--- src/rtl/eth_stats_pkg.sv ---
package eth_stats_pkg;
  localparam int REG_AW = 8;
  localparam int REG_DW = 32;
  localparam logic [REG_AW-1:0] OFS_MULTI_COLL = 8'h48;
  localparam logic [REG_AW-1:0] OFS_RX_GOOD    = 8'h4C;

  typedef struct packed {
    logic addr_hit;
    logic stored;
    logic fcs_err;
    logic align_err;
    logic sym_err;
  } rx_flags_t;
endpackage

--- src/rtl/stat_sat_counter.sv ---
module stat_sat_counter #(
  parameter int W = 16
) (
  input  logic         clk,
  input  logic         rst_n,
  input  logic         inc,
  input  logic         wr_en,
  input  logic [W-1:0] wdata,
  output logic [W-1:0] cnt
);
  localparam logic [W-1:0] TOP = '1;

  always_ff @(posedge clk or negedge rst_n) begin
    if (!rst_n)                  cnt <= '0;
    else if (wr_en)              cnt <= wdata;
    else if (inc && cnt != TOP)  cnt <= cnt + 1'b1;
  end

  AST_WRITE_WINS: assert property (@(posedge clk) disable iff (!rst_n)
    wr_en |=> cnt == $past(wdata));

  AST_NO_WRAP: assert property (@(posedge clk) disable iff (!rst_n)
    (cnt == TOP && !wr_en) |=> cnt == TOP);

  AST_SINGLE_STEP: assert property (@(posedge clk) disable iff (!rst_n)
    !wr_en |=> (cnt == $past(cnt) || cnt == $past(cnt) + 1'b1));
endmodule

--- src/rtl/tx_coll_qual.sv ---
module tx_coll_qual #(
  parameter int COLL_W = 5,
  parameter int LO     = 2,
  parameter int HI     = 15
) (
  input  logic              done,
  input  logic              ok,
  input  logic [COLL_W-1:0] coll,
  output logic              hit
);
  localparam logic [COLL_W-1:0] LO_V = COLL_W'(LO);
  localparam logic [COLL_W-1:0] HI_V = COLL_W'(HI);

  always_comb hit = done && ok && (coll >= LO_V) && (coll <= HI_V);
endmodule

--- src/rtl/rx_good_qual.sv ---
module rx_good_qual
  import eth_stats_pkg::*;
#(
  parameter int LEN_W   = 11,
  parameter int MIN_LEN = 64,
  parameter int MAX_STD = 1518,
  parameter int MAX_EXT = 1522
) (
  input  logic             done,
  input  logic [LEN_W-1:0] len,
  input  logic             long_ok,
  input  rx_flags_t        flags,
  output logic             good
);
  localparam logic [LEN_W-1:0] MIN_V = LEN_W'(MIN_LEN);
  localparam logic [LEN_W-1:0] STD_V = LEN_W'(MAX_STD);
  localparam logic [LEN_W-1:0] EXT_V = LEN_W'(MAX_EXT);

  logic [LEN_W-1:0] max_v;
  logic             len_ok;
  logic             clean;

  always_comb begin
    max_v  = long_ok ? EXT_V : STD_V;
    len_ok = (len >= MIN_V) && (len <= max_v);
    clean  = flags.addr_hit && flags.stored &&
             !(flags.fcs_err || flags.align_err || flags.sym_err);
    good   = done && len_ok && clean;
  end
endmodule

--- src/rtl/eth_frame_stats.sv ---
module eth_frame_stats
  import eth_stats_pkg::*;
#(
  parameter int COLL_W  = 5,
  parameter int LEN_W   = 11,
  parameter int MC_W    = 16,
  parameter int RX_W    = 24,
  parameter int MIN_LEN = 64,
  parameter int MAX_STD = 1518,
  parameter int MAX_EXT = 1522
) (
  input  logic              clk,
  input  logic              rst_n,
  input  logic              tx_done,
  input  logic              tx_ok,
  input  logic [COLL_W-1:0] tx_coll,
  input  logic              rx_done,
  input  logic [LEN_W-1:0]  rx_len,
  input  logic              rx_addr_hit,
  input  logic              rx_stored,
  input  logic              rx_fcs_err,
  input  logic              rx_align_err,
  input  logic              rx_sym_err,
  input  logic              cfg_long_frames,
  input  logic [7:0]        reg_addr,
  input  logic              reg_wr,
  input  logic [31:0]       reg_wdata,
  output logic [31:0]       reg_rdata
);
  localparam logic [LEN_W-1:0] MIN_V = LEN_W'(MIN_LEN);

  logic            sel_mc, sel_rx;
  logic            mc_hit, rx_hit;
  logic [MC_W-1:0] mc_cnt;
  logic [RX_W-1:0] rx_cnt;
  rx_flags_t       flags;

  always_comb begin
    sel_mc = (reg_addr == OFS_MULTI_COLL);
    sel_rx = (reg_addr == OFS_RX_GOOD);
    flags  = '{addr_hit: rx_addr_hit, stored: rx_stored, fcs_err: rx_fcs_err,
               align_err: rx_align_err, sym_err: rx_sym_err};
  end

  tx_coll_qual #(.COLL_W(COLL_W), .LO(2), .HI(15)) u_txq (
    .done(tx_done), .ok(tx_ok), .coll(tx_coll), .hit(mc_hit)
  );

  rx_good_qual #(.LEN_W(LEN_W), .MIN_LEN(MIN_LEN), .MAX_STD(MAX_STD),
                 .MAX_EXT(MAX_EXT)) u_rxq (
    .done(rx_done), .len(rx_len), .long_ok(cfg_long_frames),
    .flags(flags), .good(rx_hit)
  );

  stat_sat_counter #(.W(MC_W)) u_mc_cnt (
    .clk(clk), .rst_n(rst_n), .inc(mc_hit), .wr_en(reg_wr && sel_mc),
    .wdata(reg_wdata[MC_W-1:0]), .cnt(mc_cnt)
  );

  stat_sat_counter #(.W(RX_W)) u_rx_cnt (
    .clk(clk), .rst_n(rst_n), .inc(rx_hit), .wr_en(reg_wr && sel_rx),
    .wdata(reg_wdata[RX_W-1:0]), .cnt(rx_cnt)
  );

  always_comb begin
    reg_rdata = '0;
    if (sel_mc)      reg_rdata = {{(32-MC_W){1'b0}}, mc_cnt};
    else if (sel_rx) reg_rdata = {{(32-RX_W){1'b0}}, rx_cnt};
  end

  AST_UNMAPPED_ZERO: assert property (@(posedge clk) disable iff (!rst_n)
    (!sel_mc && !sel_rx) |-> reg_rdata == 32'h0);

  AST_TX_FAIL_HOLD: assert property (@(posedge clk) disable iff (!rst_n)
    (tx_done && !tx_ok && !(reg_wr && sel_mc)) |=> $stable(mc_cnt));

  AST_RX_ERR_HOLD: assert property (@(posedge clk) disable iff (!rst_n)
    (rx_done && (rx_fcs_err || rx_align_err || rx_sym_err) && !(reg_wr && sel_rx))
      |=> $stable(rx_cnt));

  AST_RX_SHORT_HOLD: assert property (@(posedge clk) disable iff (!rst_n)
    (rx_done && rx_len < MIN_V && !(reg_wr && sel_rx)) |=> $stable(rx_cnt));
endmodule

--- config.mk ---
export PLATFORM = sky130hd
export DESIGN_NAME = eth_frame_stats
export DESIGN_NICKNAME = d
export VERILOG_FILES = /design/src/rtl/eth_stats_pkg.sv /design/src/rtl/stat_sat_counter.sv /design/src/rtl/tx_coll_qual.sv /design/src/rtl/rx_good_qual.sv /design/src/rtl/eth_frame_stats.sv
export SDC_FILE = /design/constraint.sdc
export NUM_CORES = 1
export LEC_CHECK = 0
export CORE_ASPECT_RATIO = 0.9
export CORE_UTILIZATION = 47
export CTS_BUF_LIST = sky130_fd_sc_hd__clkbuf_4 sky130_fd_sc_hd__clkbuf_8
export DETAILED_ROUTE_END_ITERATION = 8
export PLACE_DENSITY = 0.91
export SYNTH_ARGS = -nofsm -noshare
export SYNTH_HDL_FRONTEND = slang
export SYNTH_SLANG_ARGS = --single-unit
--- constraint.sdc ---
create_clock -name clk -period 2.3 [get_ports clk]
set_clock_uncertainty 0.15 [all_clocks]
set_input_delay 0.46 -clock clk [delete_from_list [all_inputs] [get_ports clk]]
set_output_delay 0.46 -clock clk [all_outputs]
set_load 0.02 [all_outputs]
==> flow_metrics.py <==
metrics = {
    "status": {
        "status": "finished clean",
    },
    "routing": {
        "routedWlPerCell_um": 17.5,
        "drtAntennaViolNets": 0,
        "drtIter0Drc": 238,
        "via_per_inst": 5.88,
        "firstDrtPassIters": 6,
        "drt-total-wl_mm": 9.22,
        "drc": 0,
        "num_vias": 3099,
    },
    "worst_hold_path": {
        "min-delay-path-class": "input pin to async pin",
    },
    "cts": {
        "htree_levels": 2,
        "clockBufferDepth": 2,
        "clkSinkCount": 40,
        "cts_inserted_buffers": 5,
        "root_buffer": "clkbuf_8",
        "cts_tree": "yes",
        "clock_latency_ns": 0.31,
        "clkTransAtPathRegs_ns": 0.08,
    },
    "finish": {
        "final_cell_mix": "51 x nor2_1, 43 x clkdlybuf4s50_1, 40 x dfrtp_1",
        "layout-drive-gt1-share_pct": 21.9,
        "fin_cells": 527,
        "layout_commonest_cell": "nor2_1",
        "fin_area_sq_um": 4180,
        "nNetsFinal": 530,
        "diodes": 0,
        "area_delta_synth_final_pct": 43.5,
    },
    "synthesis": {
        "synth_compound_area_share_pct": 10.8,
        "synth.area.mux_share_pct": 5.84,
        "synth_top_family_by_area": "simple AND/OR/NAND/NOR gates",
        "yosysSeqAreaShare_pct": 34.3,
        "syn-mean-instance-area_sq_um": 8.26,
        "ys_warn_count": 0,
        "yosys_register_bits": 40,
        "yosys.area_share.simple_pct": 29.3,
        "netlist_area_sq_um": 2910,
        "synthFlopType": "dfrtp_1",
        "ys_types": 40,
        "synth_edf_count": 0,
        "synth-xor-area-share_pct": 11.4,
        "synth_cells": 353,
        "synthArstFlopShare_pct": 100,
        "synthAdderAreaFrac_pct": 2.15,
    },
    "floorplan": {
        "dieHeight_um": 76.7,
        "rows": 26,
        "die_w_um": 85,
        "pin_count": 100,
        "initial_utilization_pct": 50.0,
        "die-area_sq_um": 6520,
        "core_area_sq_um": 5820,
    },
    "global_routing": {
        "grt_overflow_total": 0,
        "antenna_found_initial": 0,
        "busiest_layer": "met2",
        "met1_usage_pct": 36.1,
        "grt_pass1_vias": 3000,
        "met3_usage_pct": 5.38,
        "grt_max_degree": 33,
        "grt_use_total_pct": 27.4,
        "grt_pass1_wl_mm": 14.3,
        "met2_usage_pct": 46.8,
    },
    "timing": {
        "worstMarginPinSlew_ns": 0.530,
        "fmax_mhz": 443,
        "finalCritPeriodShare_pct": 98.2,
        "setup_viol": 0,
        "slew_headroom_pct": 64.7,
        "slew_viol_final": 0,
        "hold_viol": 0,
        "period_minus_slack_ns": 2.26,
    },
    "flow_run": {
        "cap_violations": 0,
    },
    "worst_setup_path": {
        "rrSetupSlack_ns": 0.07,
        "cp.arrival_ns": 1.65,
        "r2r-start": "u_rx_cnt.cnt[17]",
        "start_kind": "input pin",
        "cp.buffers_inverters": 3,
        "endpoint_kind": "primary output",
        "cp_max_fo": 9,
        "cp_cell_sequence": "clkdlybuf4s15_1, nor4b_4, nand3_2, buf_6, nor2_1, buf_4",
        "max_stage_delay_ns": 0.28,
        "r2r_cells": 6,
        "r2r-end": "u_rx_cnt.cnt[23]",
        "cp_top_family": "simple AND/OR/NAND/NOR gates",
        "crit_start": "reg_addr[7]",
        "cp.required_ns": 1.69,
        "worstSetupPathType": "input pin to primary output",
        "cp_slowest_cell": "nor4b_4",
    },
    "power_and_ir_drop": {
        "switchingPower_mw": 0.597,
        "switching_share_pct": 32.5,
        "peakVddDrop_mv": 0.313,
        "p_leak_nw": 1.83,
        "pwr-share-seq_pct": 50.2,
        "power_density_nw_per_um2": 440,
        "p_total_mw": 1.84,
        "p_comb_share_pct": 24.0,
        "p_int_mw": 1.24,
        "pwr-share-clk_pct": 25.8,
    },
    "place": {
        "dp_hpwl_mm": 5.99,
        "io_buffers": 82,
        "place_inst": 513,
        "gp_routability_congestion": 0.860,
        "placed_cell_area_sq_um": 3910,
    },
}
## stage by stage
step                hold slack (ns)  setup WS [ns]  util (%)  setup TNS, ns
CTS                           0.487        0.00649      69.0              0
global placement              0.303         -0.654      67.1         -24.38
finish                        0.506         0.0413      71.8              0
floorplan                    0.0144        0.00614         -              0
global route                  0.525        -0.0334      71.8        -0.0581
detailed placement            0.312         -0.741      67.1         -30.62
## registers in the layout, indices dropped and copies added (netlist names)
| signal | count |
|---|---|
| u_rx_cnt.cnt | 24 |
| u_mc_cnt.cnt | 16 |
## synth_stat cells, types with 3 or more instances
cell	number	area share [%]
a21oi_1	25	4.3
and2_1	3	0.64
dfrtp_1	40	34
and3_1	17	3.6
xnor2_1	14	4.2
nor3_1	9	1.5
nand4_1	17	3.6
nand2_1	34	4.4
xor2_1	24	7.2
buf_6	4	1.5
clkbuf_1	11	1.4
nand3_1	17	2.9
nor2_1	52	6.7
mux2i_1	17	5.8
inv_1	6	0.77
o21ai_0	19	3.3
and4_1	5	1.5
buf_4	8	2.1
ha_1	5	2.1
## area by class of cell
class / count / area (sq um)
timing repair buffer: 114 / 1050
sequential: 40 / 1000
tap: 70 / 87.6
clock inverter: 2 / 12.5
inverter: 6 / 22.5
multi-input combinational: 290 / 1930
fill: 422 / 1640
clock buffer: 5 / 68.8
## cell families (layout without fill, tap and decap cells)
kind of cell,Yosys count,in the layout
AND/OR/NAND/NOR,169,169
flip-flops,40,40
adder cells (fa/ha/maj),5,5
multiplexers,17,17
AO/OA/AOI/OAI,53,53
buffers and inverters,30,127
XOR/XNOR,38,38
other,1,8
## how the worst max path moves through the flow
stage / to / slack (ns) / cells after the start
detailed placement: reg_rdata[19] / -0.74 / 6
CTS: reg_rdata[17] / 0.006 / 6
finish: reg_rdata[13] / 0.04 / 6
global placement: reg_rdata[17] / -0.65 / 6
floorplan: u_rx_cnt.cnt[5] / 0.006 / 8
global route: u_rx_cnt.cnt[21] / -0.03 / 6
## worst reg2reg max path: stages (launching register included)
cell and delay [ns]:
dfrtp_1 0.39, nand4_2 0.14, or4_4 0.59, a2111oi_4 0.42, nand4_1 0.17, xor2_1 0.17
a21oi_1 0.14
## layer usage
layer  share of wire [%]  routed length [um]
met2                  49                4560
met3                 7.5                 692
met1                  41                3810
met4                 1.8                 165
met5                   0                   0
## timing repair
action / 4_1_cts / 5_1_grt
pin swaps: 13 / 17
hold buffers: 1 / 0
cloned: 2 / 1
endpoints found under the setup margin: 46 / 50
buffers inserted: 0 / 3
resized for setup: 140 / 35
hold endpoints to repair: 21 / 0
## power groups by stage
| stage | Clock, mW | Sequential, mW | Combinational [mW] |
|---|---|---|---|
| floorplan | 0 | 0.899 | 0.228 |
| global placement | 0 | 0.920 | 0.387 |
| detailed placement | 0 | 0.928 | 0.406 |
| CTS | 0.469 | 0.914 | 0.417 |
| global route | 0.501 | 0.935 | 0.479 |
| finish | 0.475 | 0.924 | 0.441 |
No activity file was read; power rests on OpenSTA's default activity.
